File: config.mk
export PLATFORM = sky130hd
export DESIGN_NAME = stk_core
export DESIGN_NICKNAME = d
export VERILOG_FILES = /design/src/rtl/stk_pkg.sv /design/src/rtl/stk_rom.sv /design/src/rtl/stk_dram.sv /design/src/rtl/stk_stack.sv /design/src/rtl/stk_alu.sv /design/src/rtl/stk_core.sv
export SDC_FILE = /design/constraint.sdc
export NUM_CORES = 1
export LEC_CHECK = 0
export BUFFER_PORTS_ARGS = -buffer_cell sky130_fd_sc_hd__buf_2
export CORE_ASPECT_RATIO = 1.75
export CORE_UTILIZATION = 50
export CTS_BUF_LIST = sky130_fd_sc_hd__clkbuf_8 sky130_fd_sc_hd__clkbuf_16
export CTS_CLUSTER_SIZE = 8
export DETAILED_ROUTE_END_ITERATION = 8
export PLACE_DENSITY = 0.69
export REMOVE_ABC_BUFFERS = 1
export SLEW_MARGIN = 20
export SYNTH_ARGS = -nofsm -noshare
export SYNTH_HDL_FRONTEND = slang
export SYNTH_SLANG_ARGS = --single-unit
export TNS_END_PERCENT = 30
File: constraint.sdc
create_clock -name clk -period 9.9 [get_ports clk]
set_clock_uncertainty 0.2 [all_clocks]
set_input_delay 2.475 -clock clk [delete_from_list [all_inputs] [get_ports clk]]
set_output_delay 2.475 -clock clk [all_outputs]
set_load 0.03 [all_outputs]
File: src/rtl/stk_pkg.sv
package stk_pkg;
  typedef enum logic [2:0] {
    OP_PUSH = 3'd0,
    OP_POP  = 3'd1,
    OP_ADD  = 3'd2,
    OP_SUB  = 3'd3,
    OP_MUL  = 3'd4,
    OP_NOP5 = 3'd5,
    OP_NOP6 = 3'd6,
    OP_HALT = 3'd7
  } opc_e;

  typedef enum logic [1:0] {
    PH_IDLE,
    PH_FETCH,
    PH_EXEC
  } phase_e;

  typedef enum logic [1:0] {
    SK_HOLD,
    SK_PUSH,
    SK_POP,
    SK_FOLD
  } stk_cmd_e;
endpackage

File: src/rtl/stk_rom.sv
module stk_rom #(
  parameter int AW = 5,
  parameter int IW = 8,
  parameter logic [(2**AW)*IW-1:0] IMAGE = '0
) (
  input  logic [AW-1:0] addr,
  output logic [IW-1:0] word
);
  assign word = IMAGE[int'(addr)*IW +: IW];
endmodule

File: src/rtl/stk_dram.sv
module stk_dram #(
  parameter int AW = 5,
  parameter int DW = 16,
  parameter logic [(2**AW)*DW-1:0] INIT = '0
) (
  input  logic          clk,
  input  logic          rst_n,
  input  logic          we,
  input  logic [AW-1:0] addr,
  input  logic [DW-1:0] wdata,
  output logic [DW-1:0] rdata
);
  localparam int WORDS = 2**AW;

  logic [DW-1:0] cells [WORDS];

  always_ff @(posedge clk or negedge rst_n) begin
    if (!rst_n) begin
      for (int i = 0; i < WORDS; i++) cells[i] <= INIT[i*DW +: DW];
    end else if (we) begin
      cells[addr] <= wdata;
    end
  end

  assign rdata = cells[addr];
endmodule

File: src/rtl/stk_stack.sv
module stk_stack
  import stk_pkg::*;
#(
  parameter int DEPTH = 8,
  parameter int DW    = 16,
  localparam int CW   = $clog2(DEPTH + 1),
  localparam int IW   = $clog2(DEPTH)
) (
  input  logic          clk,
  input  logic          rst_n,
  input  stk_cmd_e      cmd,
  input  logic [DW-1:0] din,
  output logic [DW-1:0] top,
  output logic [DW-1:0] under,
  output logic [CW-1:0] depth,
  output logic          full
);
  logic [DW-1:0] ent [DEPTH];

  always_ff @(posedge clk or negedge rst_n) begin
    if (!rst_n) begin
      depth <= '0;
      for (int i = 0; i < DEPTH; i++) ent[i] <= '0;
    end else begin
      case (cmd)
        SK_PUSH: begin
          ent[IW'(depth)] <= din;
          depth           <= depth + CW'(1);
        end
        SK_POP:  depth <= depth - CW'(1);
        SK_FOLD: begin
          ent[IW'(depth - CW'(2))] <= din;
          depth                    <= depth - CW'(1);
        end
        default: ;
      endcase
    end
  end

  assign full  = (depth == CW'(DEPTH));
  assign top   = (depth == '0) ? '0 : ent[IW'(depth - CW'(1))];
  assign under = (depth < CW'(2)) ? '0 : ent[IW'(depth - CW'(2))];
endmodule

File: src/rtl/stk_alu.sv
module stk_alu
  import stk_pkg::*;
#(
  parameter int DW = 16
) (
  input  opc_e          op,
  input  logic [DW-1:0] lhs,
  input  logic [DW-1:0] rhs,
  output logic [DW-1:0] res
);
  always_comb begin
    case (op)
      OP_ADD:  res = lhs + rhs;
      OP_SUB:  res = lhs - rhs;
      OP_MUL:  res = lhs * rhs;
      default: res = '0;
    endcase
  end
endmodule

File: src/rtl/stk_core.sv
module stk_core
  import stk_pkg::*;
#(
  parameter int DW    = 16,
  parameter int AW    = 5,
  parameter int OPC_W = 3,
  parameter int DEPTH = 8,
  parameter logic [(2**AW)*(OPC_W+AW)-1:0] ROM_IMAGE =
    {{((2**AW)-10)*(OPC_W+AW){1'b0}}, 80'hE00A2A40800403800201},
  parameter logic [(2**AW)*DW-1:0] DATA_INIT =
    {{((2**AW)-5)*DW{1'b0}}, 16'd11, 16'd7, 16'd5, 16'd3, 16'd0}
) (
  input  logic          clk,
  input  logic          rst_n,
  input  logic          start,
  output logic          halted,
  output logic          stack_err,
  output logic [DW-1:0] dbg_top
);
  localparam int IW = OPC_W + AW;
  localparam int CW = $clog2(DEPTH + 1);

  phase_e        phase;
  logic [AW-1:0] pc;
  logic [IW-1:0] ir;
  logic          err_q;

  logic [IW-1:0] rom_word;
  opc_e          opc;
  logic [AW-1:0] oaddr;
  stk_cmd_e      cmd;
  logic          mem_we;
  logic          fault;
  logic [DW-1:0] mem_rdata;
  logic [DW-1:0] alu_res;
  logic [DW-1:0] stk_din;
  logic [DW-1:0] stk_top;
  logic [DW-1:0] stk_under;
  logic [CW-1:0] stk_depth;
  logic          stk_full;

  assign opc   = opc_e'(ir[IW-1 -: OPC_W]);
  assign oaddr = ir[AW-1:0];

  stk_rom #(.AW(AW), .IW(IW), .IMAGE(ROM_IMAGE)) u_rom (
    .addr (pc),
    .word (rom_word)
  );

  stk_dram #(.AW(AW), .DW(DW), .INIT(DATA_INIT)) u_dram (
    .clk   (clk),
    .rst_n (rst_n),
    .we    (mem_we),
    .addr  (oaddr),
    .wdata (stk_top),
    .rdata (mem_rdata)
  );

  stk_alu #(.DW(DW)) u_alu (
    .op  (opc),
    .lhs (stk_under),
    .rhs (stk_top),
    .res (alu_res)
  );

  stk_stack #(.DEPTH(DEPTH), .DW(DW)) u_stack (
    .clk   (clk),
    .rst_n (rst_n),
    .cmd   (cmd),
    .din   (stk_din),
    .top   (stk_top),
    .under (stk_under),
    .depth (stk_depth),
    .full  (stk_full)
  );

  // Execute-cycle decode: stack command, memory write and fault detection.
  always_comb begin
    cmd    = SK_HOLD;
    mem_we = 1'b0;
    fault  = 1'b0;
    if (phase == PH_EXEC) begin
      case (opc)
        OP_PUSH: begin
          if (stk_full) fault = 1'b1;
          else          cmd   = SK_PUSH;
        end
        OP_POP: begin
          if (stk_depth == '0) begin
            fault = 1'b1;
          end else begin
            cmd    = SK_POP;
            mem_we = 1'b1;
          end
        end
        OP_ADD, OP_SUB, OP_MUL: begin
          if (stk_depth < CW'(2)) fault = 1'b1;
          else                    cmd   = SK_FOLD;
        end
        default: ;
      endcase
    end
  end

  assign stk_din = (opc == OP_PUSH) ? mem_rdata : alu_res;

  always_ff @(posedge clk or negedge rst_n) begin
    if (!rst_n) begin
      phase <= PH_IDLE;
      pc    <= '0;
      ir    <= '0;
      err_q <= 1'b0;
    end else begin
      case (phase)
        PH_IDLE: begin
          if (start && !err_q) phase <= PH_FETCH;
        end
        PH_FETCH: begin
          ir    <= rom_word;
          pc    <= pc + AW'(1);
          phase <= PH_EXEC;
        end
        PH_EXEC: begin
          if (fault) begin
            err_q <= 1'b1;
            phase <= PH_IDLE;
          end else if (opc == OP_HALT) begin
            phase <= PH_IDLE;
          end else begin
            phase <= PH_FETCH;
          end
        end
        default: phase <= PH_IDLE;
      endcase
    end
  end

  assign halted    = (phase == PH_IDLE);
  assign stack_err = err_q;
  assign dbg_top   = stk_top;
endmodule

==> results of run 1 <==
==> layer usage <==
layer | global-route usage, % | part of all wire (%)
met1 | 31.0 | 34
met3 | 4.70 | 5.9
met2 | 52.4 | 52
met5 | 0 | 0
met4 | 21.0 | 8.0
==> layout by cell type (no fill, tap or decap), types with 11 or more instances in the layout <==
cell type / count
a21oi_1: 142
and2_1: 19
mux4_2: 133
buf_4: 56
ha_1: 76
nor3_1: 12
fa_1: 81
nor2_1: 247
mux4_1: 11
o21ai_0: 280
nand3_1: 12
nor2b_1: 19
dfrtp_1: 390
xnor2_1: 56
buf_2: 19
nand2_1: 363
inv_1: 177
a22oi_1: 17
a31oi_1: 17
mux2i_1: 13
clkbuf_16: 56
==> layout make-up <==
class                           instances  area share (%)
Multi-Input combinational cell       1621            48.1
Sequential cell                       403            38.6
Clock buffer                           56            5.35
Tap cell                              588            2.81
Timing Repair Buffer                   79            2.25
Inverter                              155            2.22
Clock inverter                         35           0.726
==> worst max-delay path: cells and delay by family (launching register included) <==
| family | cells | cell delay, ns |
|---|---|---|
| AOI/OAI and AO/OA | 3 | 1.06 |
| xor gates and xnor gates | 1 | 0.13 |
| adders and majority gates | 8 | 4.18 |
| buffers and inverters | 6 | 0.99 |
| DFF | 1 | 0.57 |
| muxes | 3 | 0.96 |
| and+or+nand+nor | 4 | 0.48 |
==> logic make-up after synthesis <==
family,after synthesis
muxes,164
adders and majority gates,158
xor gates and xnor gates,69
and+or+nand+nor,714
buffers and inverters,329
AOI/OAI and AO/OA,516
DFF,403
==> worst max path at each step <==
stage | startpoint | endpoint | slack (ns) | cells past startpoint
finish | u_stack.depth[0] | u_stack.ent[13] | 1.11 | 25
global route | u_stack.depth[0] | u_stack.ent[109] | 0.66 | 25
CTS | u_stack.depth[0] | u_stack.ent[92] | 1.11 | 24
detailed placement | u_stack.depth[0] | u_stack.ent[13] | 1.14 | 25
global placement | u_stack.depth[0] | u_stack.ent[15] | 1.28 | 23
floorplan | u_stack.depth[0] | u_stack.ent[111] | -0.84 | 25
==> stage by stage <==
| step | instances | util, % | TNS (ns) | setup slack (ns) | area, um2 |
|---|---|---|---|---|---|
| after floorplan | 2179 | - | -20.10 | -0.839 | 23300 |
| after global placement | 2845 | 52.1 | 0 | 1.28 | 24600 |
| after detailed placement | 2845 | 52.1 | 0 | 1.14 | 24600 |
| after CTS | 2936 | 55.5 | 0 | 1.11 | 26200 |
| after global routing | 2937 | 55.6 | 0 | 0.660 | 26200 |
| final | 2937 | 55.6 | 0 | 1.11 | 26200 |
==> registers in the layout (all words and copies together) (netlist names) <==
| signal | cells |
|---|---|
| stack_err | 1 |
| phase | 2 |
| u_dram.cells | 256 |
| ir | 7 |
| pc | 5 |
| u_stack.depth | 4 |
| u_stack.ent | 128 |
==> results by group, run 1 <==
Run status
  – Run status: complete, no violations

Timing
  – Setup-failing EPs final: 0
  – Fmax: approximately 0.11 GHz
  – Worst Max-Slew Pin Slew: roughly 1.1 ns
  – Max-Slew Margin vs Limit: 26.1%
  – Final period utilization: between 80 and 90%
  – Hold WS: approximately 0.27 ns
  – Final min period: about 8.8 ns
  – Fin. max-slew vios: 0
  – RSZ-0062 raised after global routing: no
  – Final Hold Fails: 0

Clock tree
  – Clk Latency, worst-skew pair: approximately 0.60 ns
  – Buffer count from post-CTS setup fixing: 0
  – Root buffer cell: clkbuf_16
  – Clk sink count: 403
  – Clock transition at path regs: ~0.060 ns
  – Post-cts resize count: 0
  – Htree depth: 2
  – Clk buf depth: 3
  – CTS tree: built
  – Num CTS Buffers: between 50 and 60
  – Hold-fix buffers at CTS: 0

Hold path
  – Min-Delay Startpoint: u_dram.cells[458]
  – Worst Hold Endpoint: u_dram.cells[458]
  – Worst Hold Class: reg -> reg
  – Worst Hold Depth: 2

Detailed routing
  – First-pass DRT Iterations: 8
  – Vias: ~18000
  – DRT antenna net count: 0
  – Residual DRC: 0
  – Via density: roughly 6
  – Iter 0 DRT Violations: 1052
  – Wire per inst: around 23 um
  – Drt total wl: 68700 um

Synth
  – Synth area leaders: dfrtp_1 41%, mux4_2 12%, fa_1 6.8%
  – Adder-cell share of the synthesized area: 10.8%
  – Count leader, synth: dfrtp_1
  – Synth top cells by count: 393 x dfrtp_1, 363 x nand2_1, 280 x o21ai_0, 247 x nor2_1, 146 x inv_1
  – Mapped Avg Cell Area: about 10 um2
  – Post-synth EDFFs: 0
  – Async SR Flop Fraction: 100%
  – Post-synth top flop: dfrtp_1
  – Post-Synth Simple-Gate Area: 12.2%
  – Yosys Warn Count: 0
  – Yosys top cell by area: dfrtp_1
  – Share of the synthesized area in the top cell type: roughly two fifths
  – Mapped Cells: 2353
  – Largest family of logic cells by synthesized area: multiplexers
  – Unique masters post-synth: 73
  – Synth Area in Compound Gates: between 10% and 20%
  – Seq cells post-synth: about 400
  – Multiplexer area fraction after synthesis: 14.5%
  – Post-Syn Area: between 0.02 and 0.025 mm2
  – Sequential element share of the synthesized area: around 42%
  – Post-Synth XOR/XNOR Area: about 2.8%

GRT
  – Gr usage total: between 20% and 30%
  – Largest net degree at the start of global routing: around 180
  – Vias in the first global route: approximately 19000
  – Remaining Overflow, GRT: 0
  – First-pass GRT wire length: ~110000 um
  – Initial antenna violation count: 0

Die
  – Starting Density: around 51%
  – I/O Pins: 21
  – Die span in y: 292 um
  – CORE AREA: between 0.04 and 0.05 mm2
  – DIE AREA: roughly 0.049 mm2
  – # rows: about 110
  – Die extent in x: approximately 170 um

Layout
  – Share of cells above drive strength 1: approximately 14%
  – Area occupied by registers: slightly above 0.01 mm2
  – Fin nets: 2477
  – Area Growth Syn to Fin: 9.15%
  – Multi-input combinational cell area: 0.0126 mm2
  – FILL cells: roughly 4000
  – Ant. Diodes: 0

Worst setup path
  – Worst setup SP type: register
  – Reg2reg setup slack: around 1.1 ns
  – Critical path arrival: 9.02 ns
  – Required time of the critical path: 10.14 ns
  – Reg2reg path depth: 25
  – Critical Path Fanout Max: 27
  – Top cell by count, worst path: fa_1
  – Reg2reg start: u_stack.depth[0]
  – Max stage delay on crit path: about 0.75 ns
  – Crit Path Class: reg -> reg
  – Critical R2R Capture: u_stack.ent[13]
  – Slowest library cell on the worst path: ha_2
  – Critical Path End Type: register

Placed design
  – # port buffers: 20
  – HPWL Detailed: between 40000 and 50000 um
  – Routability congestion estimate: ~1.0

Job
  – Maxcap violations: 0
Power of run 1 is left out: the tool's default activity adds up to more than one toggle a clock period on the data nets, which glitch-free logic cannot reach.
==> inputs of run 2 (changes only) <==
--- a/config.mk
+++ b/config.mk
@@ -16,5 +16,6 @@
 export SLEW_MARGIN = 20
 export SYNTH_ARGS = -nofsm -noshare
 export SYNTH_HDL_FRONTEND = slang
+export SYNTH_HIERARCHICAL = 1
 export SYNTH_SLANG_ARGS = --single-unit
 export TNS_END_PERCENT = 30
==> run 2 against run 1 <==
Wire length grew 53%. Via count is 35% higher. Synthesized cell count rose by 23%. Critical path type unchanged. Highest routed layer unchanged.
==> results by group, run 2 <==
Clock tree
  – Num CTS Buffers: 92
  – CTS tree: built
  – Post-cts resize count: 0
  – Clk buf depth: 3
  – Buffer count from post-CTS setup fixing: 0
  – Hold-fix buffers at CTS: 0
  – Clk Latency, worst-skew pair: 0.65 ns
  – Clk sink count: 660
  – Clock transition at path regs: 0.05 ns
  – Htree depth: 3
  – Root buffer cell: clkbuf_16

Synth
  – Sequential element share of the synthesized area: around 44%
  – Mapped Avg Cell Area: around 13 um2
  – Post-synth EDFFs: 0
  – Synth top cells by count: 650 x dfrtp_1, 611 x mux2_2, 276 x mux2i_1, 157 x inv_1, 154 x o22ai_1
  – Yosys Warn Count: 6
  – Count leader, synth: dfrtp_1
  – Yosys top cell by area: dfrtp_1
  – Seq cells post-synth: 660
  – Unique masters post-synth: 83
  – Mapped Cells: roughly 2900
  – Post-Syn Area: between 0.03 and 0.04 mm2
  – Synth area leaders: dfrtp_1 43%, mux2_2 18%, mux2i_1 7.4%
  – Share of the synthesized area in the top cell type: a little over two fifths
  – Post-synth top flop: dfrtp_1
  – Async SR Flop Fraction: 100%

Placed design
  – Placed Cells incl. Taps: between 3000 and 4000
  – HPWL Detailed: 70800 um
  – # port buffers: 20
  – Routability congestion estimate: 0.927

Timing
  – Hold WS: 0.281 ns
  – Final min period: around 8.8 ns
  – Max-Slew Margin vs Limit: a little under a tenth
  – Final period utilization: 89.0%
  – RSZ-0062 raised after global routing: no
  – TNS Setup: 0 ns
  – Setup-failing EPs final: 0
  – Final Hold Fails: 0
  – Fin. max-slew vios: 0
  – Worst Max-Slew Pin Slew: between 1 and 1.5 ns
  – Fmax: 0.113 GHz

GRT
  – Remaining Overflow, GRT: 0
  – Gr usage total: approximately 28%
  – Largest net degree at the start of global routing: about 190
  – Initial antenna violation count: 2
  – Vias in the first global route: ~26000
  – First-pass GRT wire length: ~160000 um

Layout
  – Multi-input combinational cell area: slightly below 0.02 mm2
  – Ant. Diodes: 0
  – Largest register by flop count: u_dram/cells
  – Area Growth Syn to Fin: 9.13%
  – FILL cells: ~6000
  – Most frequent cells in the layout: 647 x dfrtp_1, 611 x mux2_2, 274 x mux2i_1
  – Core Util, Final: 55.1%
  – Fin nets: roughly 3000
  – Leading cell type in the layout, fill and taps excluded: dfrtp_1
  – Largest registers: u_dram/cells: 512 flops, u_stack/ent: 128 flops, ir: 8 flops
  – Max FFs per register: 512
  – Fin cells: between 3000 and 4000
  – Area occupied by registers: 0.0165 mm2
  – Share of cells above drive strength 1: between 30% and 40%

Worst setup path
  – Crit path from: u_stack/depth[0]
  – Critical Path Fanout Max: 28
  – Worst setup SP type: register
  – Crit Path Class: reg -> reg
  – Reg2reg setup slack: around 1.1 ns
  – Slowest library cell on the worst path: mux2i_4
  – Crit path to: u_stack/ent[127]
  – Critical path arrival: between 9 and 10 ns
  – Required time of the critical path: between 10 and 15 ns
  – Max stage delay on crit path: 0.81 ns
  – Reg2reg start: u_stack/depth[0]
  – Critical R2R Capture: u_stack/ent[127]
  – Critical Path End Type: register
  – Reg2reg path depth: 26

Power
  – Lkg Pwr: a little under 0.02 uW
  – Pwr/cell area: around 180 mW/mm2
  – Maximum vdd drop: ~0.25 mV
  – Final Power: 7330 uW

Detailed routing
  – Residual DRC: 0
  – DRT antenna net count: 0
  – Drt total wl: approximately 110000 um
  – Via density: 6.23
  – Vias: about 24000
  – Wire per inst: around 27 um
  – First-pass DRT Iterations: 5
  – Iter 0 DRT Violations: 1244

Die
  – CORE AREA: 0.0742 mm2
  – I/O Pins: 21
  – Die span in y: 364 um
  – Die extent in x: ~210 um
  – Starting Density: 50.5%
  – DIE AREA: roughly 0.076 mm2
  – # rows: around 130

Run status
  – Run status: complete, no violations

Job
  – Maxcap violations: 0

Hold path
  – Worst Hold Class: reg -> reg
## run 2: how the worst min path moves through the flow
stage / start / to / slack, ns / cells past startpoint
detailed placement: u_dram/cells[317] / u_dram/cells[317] / 0.28 / 1
global placement: u_dram/cells[88] / u_dram/cells[88] / 0.27 / 1
CTS: u_dram/cells[317] / u_dram/cells[317] / 0.29 / 1
finish: u_dram/cells[317] / u_dram/cells[317] / 0.28 / 1
global route: u_dram/cells[88] / u_dram/cells[88] / 0.30 / 1
floorplan: u_dram/cells[314] / u_dram/cells[314] / 0.26 / 1
## run 2: through the flow
step	cell area [um2]	worst slack [ns]
2_1_floorplan	36200	-2.20
3_3_place_gp	38200	1.28
3_5_place_dp	38200	1.12
5_1_grt	40900	0.850
4_1_cts	40900	1.13
6_report	40900	1.09
## run 2: per-layer routing
layer	up-vias	share of wire, %	GRT usage, %
met4	0	9.1	23.9
met3	358	4.4	4.05
li1	10300	-	-
met2	787	51	49.4
met1	12500	35	30.3
met5	-	0	0
## run 2: worst max-delay path: cells and delay by family (launching register included)
kind,cells,cell delay (ns)
mux,3,1.46
flops,1,0.60
simple gates,1,0.22
compound gates,6,1.35
fa+ha+maj,8,3.56
xor+xnor,1,0.18
buf+inv,7,1.09
## run 2: report_power, final
group          leakage [uW]  internal (uW)  switching (uW)
registers           0.00916           2740             165
clock network       0.00144           1690            1160
logic               0.00862            606             976
## run 2: layout make-up
type                    instances  area share [%]
clock inverters                49           0.664
multi-input cells            1868            47.4
inverters                     158            1.45
repair buffers                 76            1.45
clock buffers                  95            5.76
flip-flops and latches        660            40.4
well taps                     938            2.87
## run 2: logic make-up after synthesis
group,count (synthesis),synth area share (%)
compound gates,238,4.13
xor+xnor,72,1.68
fa+ha+maj,159,6.93
buf+inv,367,4.90
flops,660,44.1
mux,1008,31.8
other cells,1,0.0100
simple gates,390,6.44
Power figures use the tool's default switching activity.
==> inputs of run 3 (changes only) <==
--- a/config.mk
+++ b/config.mk
@@ -8,11 +8,9 @@
 export BUFFER_PORTS_ARGS = -buffer_cell sky130_fd_sc_hd__buf_2
 export CORE_ASPECT_RATIO = 1.75
 export CORE_UTILIZATION = 50
-export CTS_BUF_LIST = sky130_fd_sc_hd__clkbuf_8 sky130_fd_sc_hd__clkbuf_16
 export CTS_CLUSTER_SIZE = 8
 export DETAILED_ROUTE_END_ITERATION = 8
 export PLACE_DENSITY = 0.69
-export REMOVE_ABC_BUFFERS = 1
 export SLEW_MARGIN = 20
 export SYNTH_ARGS = -nofsm -noshare
 export SYNTH_HDL_FRONTEND = slang
==> constraint.sdc (replaced) <==
create_clock -name clk -period 10.8 [get_ports clk]
set_clock_uncertainty 0.2 [all_clocks]
set_input_delay 2.7 -clock clk [delete_from_list [all_inputs] [get_ports clk]]
set_output_delay 2.7 -clock clk [all_outputs]
set_load 0.03 [all_outputs]
==> run 3 against run 2 <==
Sequential power is 9.3% lower. Clock power is 5% lower. Count of clock-buffer cells in the layout is 49 higher. Highest routed layer is now met5.
==> results by group, run 3 (synthesized netlist as in run 2, its figures left out) <==
Hold path
  – Min-Delay Startpoint: u_dram/cells[284]
  – Worst Hold Depth: 1
  – Worst Hold Endpoint: u_dram/cells[284]
  – Worst Hold Class: reg -> reg

Die
  – I/O Pins: 21
  – CORE AREA: roughly 0.074 mm2
  – # rows: 132
  – Starting Density: between 50% and 60%
  – Die extent in x: ~210 um
  – DIE AREA: between 0.07 and 0.08 mm2
  – Die span in y: ~360 um

Layout
  – Leading cell type in the layout, fill and taps excluded: dfrtp_1
  – Max FFs per register: 512
  – Most frequent cells in the layout: 647 x dfrtp_1, 611 x mux2_2, 274 x mux2i_1
  – Core Util, Final: between 50% and 60%
  – Largest register by flop count: u_dram/cells
  – Fin nets: 3024
  – Area Growth Syn to Fin: 9.50%
  – Largest registers: u_dram/cells: 512 flops, u_stack/ent: 128 flops, ir: 8 flops
  – Share of cells above drive strength 1: roughly a third
  – Design Area, Final: 0.0410 mm2

Run status
  – Run status: complete, no violations

Power
  – Lkg Pwr: around 0.019 uW
  – Maximum vdd drop: between 0.15 and 0.2 mV
  – Pwr/cell area: 167 mW/mm2

Timing
  – Final Hold Fails: 0
  – Hold WS: 0.290 ns
  – Worst Max-Slew Pin Slew: around 1.2 ns
  – Max-Slew Margin vs Limit: 20.7%
  – Final period utilization: between 80% and 90%
  – Final min period: 9.30 ns
  – TNS Setup: 0 ns
  – Fin. max-slew vios: 0
  – Setup-failing EPs final: 0
  – Fmax: ~0.11 GHz
  – RSZ-0062 raised after global routing: no

Detailed routing
  – Vias: ~24000
  – Via density: 6.19
  – First-pass DRT Iterations: 5
  – DRT antenna net count: 0
  – Iter 0 DRT Violations: around 1500
  – Residual DRC: 0
  – Drt total wl: about 110000 um
  – Wire per inst: roughly 28 um

Clock tree
  – Clk buf depth: 3
  – Clock transition at path regs: 0.05 ns
  – Clk sink count: 660
  – Buffer count from post-CTS setup fixing: 0
  – Post-cts resize count: 0
  – Clk Latency, worst-skew pair: around 0.67 ns
  – Num CTS Buffers: 92
  – CTS tree: built
  – Htree depth: 3
  – Root buffer cell: clkbuf_16
  – Hold-fix buffers at CTS: 0

Worst setup path
  – Critical path arrival: between 9 and 10 ns
  – Critical Path End Type: register
  – Crit Path Class: reg -> reg
  – Reg2reg start: u_stack/depth[0]
  – Reg2reg path depth: 25
  – Crit path from: u_stack/depth[0]
  – Worst setup SP type: register
  – Reg2reg setup slack: approximately 1.5 ns
  – Critical R2R Capture: u_stack/ent[28]
  – Required time of the critical path: approximately 11 ns
  – Critical Path Fanout Max: 30

Job
  – Maxcap violations: 0

GRT
  – Gr usage total: 28.8%
  – First-pass GRT wire length: about 160000 um
  – Initial antenna violation count: 4
  – Vias in the first global route: 26100
  – Largest net degree at the start of global routing: 190
  – Remaining Overflow, GRT: 0

Synth
  – Net Count, Synth: 3057

Placed design
  – HPWL Detailed: between 70000 and 80000 um
  – Placed Area: between 0.03 and 0.04 mm2
  – # port buffers: 20
  – Routability congestion estimate: between 0.8 and 0.9
## run 3: cell types whose count changed in the layout (fill, tap and decap cells not counted), moves of 3 or more
cell,previous run,this run
inv_1,200,157
inv_16,0,3
buf_4,50,53
clkbuf_1,0,49
## run 3: how the worst max path moves through the flow
stage / to / depth (start not counted)
floorplan: u_stack/ent[111] / 30
CTS: u_stack/ent[28] / 25
global route: u_stack/ent[28] / 25
detailed placement: u_stack/ent[124] / 25
finish: u_stack/ent[28] / 25
global placement: u_stack/ent[124] / 25
## run 3: power breakdown
part / switching [uW] / total [uW] / internal, uW
clock network: 1080 / 2700 / 1610
registers: 129 / 2640 / 2510
logic: 938 / 1500 / 561
total: 2150 / 6840 / 4690
## run 3: layout make-up
cell class / count / area [um2]
fillers: 6016 / 33100
multi-input cells: 1868 / 19400
flip-flops and latches: 660 / 16500
clock buffers: 144 / 2560
well taps: 938 / 1170
repair buffers: 82 / 684
inverters: 158 / 593
clock inverters: 5 / 95.1
diodes: 2 / 5.00
## run 3: metal layers
layer	global-route usage [%]	vias to the layer above	wire (um)
met5	0	-	10
met4	25.0	2	10100
met3	4.22	374	4320
met2	50.9	747	55500
met1	29.8	12500	37000
li1	-	10300	-
## run 3: worst max-delay path, stage by stage, from the launching register on
cell      delay [ns]
dfrtp_4         0.70
inv_1           0.19
ha_2            0.89
buf_4           0.41
mux4_2          0.27
inv_1           0.07
o22ai_4         0.74
and2_1          0.26
fa_1            0.45
fa_1            0.49
ha_1            0.24
fa_1            0.55
inv_1           0.05
fa_1            0.48
fa_1            0.55
inv_1           0.04
ha_1            0.24
or3_1           0.36
a311o_1         0.28
a31oi_1         0.28
o21bai_1        0.14
a21oi_1         0.19
xor2_1          0.17
o22ai_1         0.20
mux2_2          0.42
mux2_2          0.28
## run 3: through the flow
stage	cells	power [uW]	worst slack, ns
final	3857	6840	1.50
after global routing	3855	7060	1.15
after CTS	3851	6890	1.54
after detailed placement	3702	4180	1.55
after global placement	3701	4150	1.69
after floorplan	2895	3760	2.22
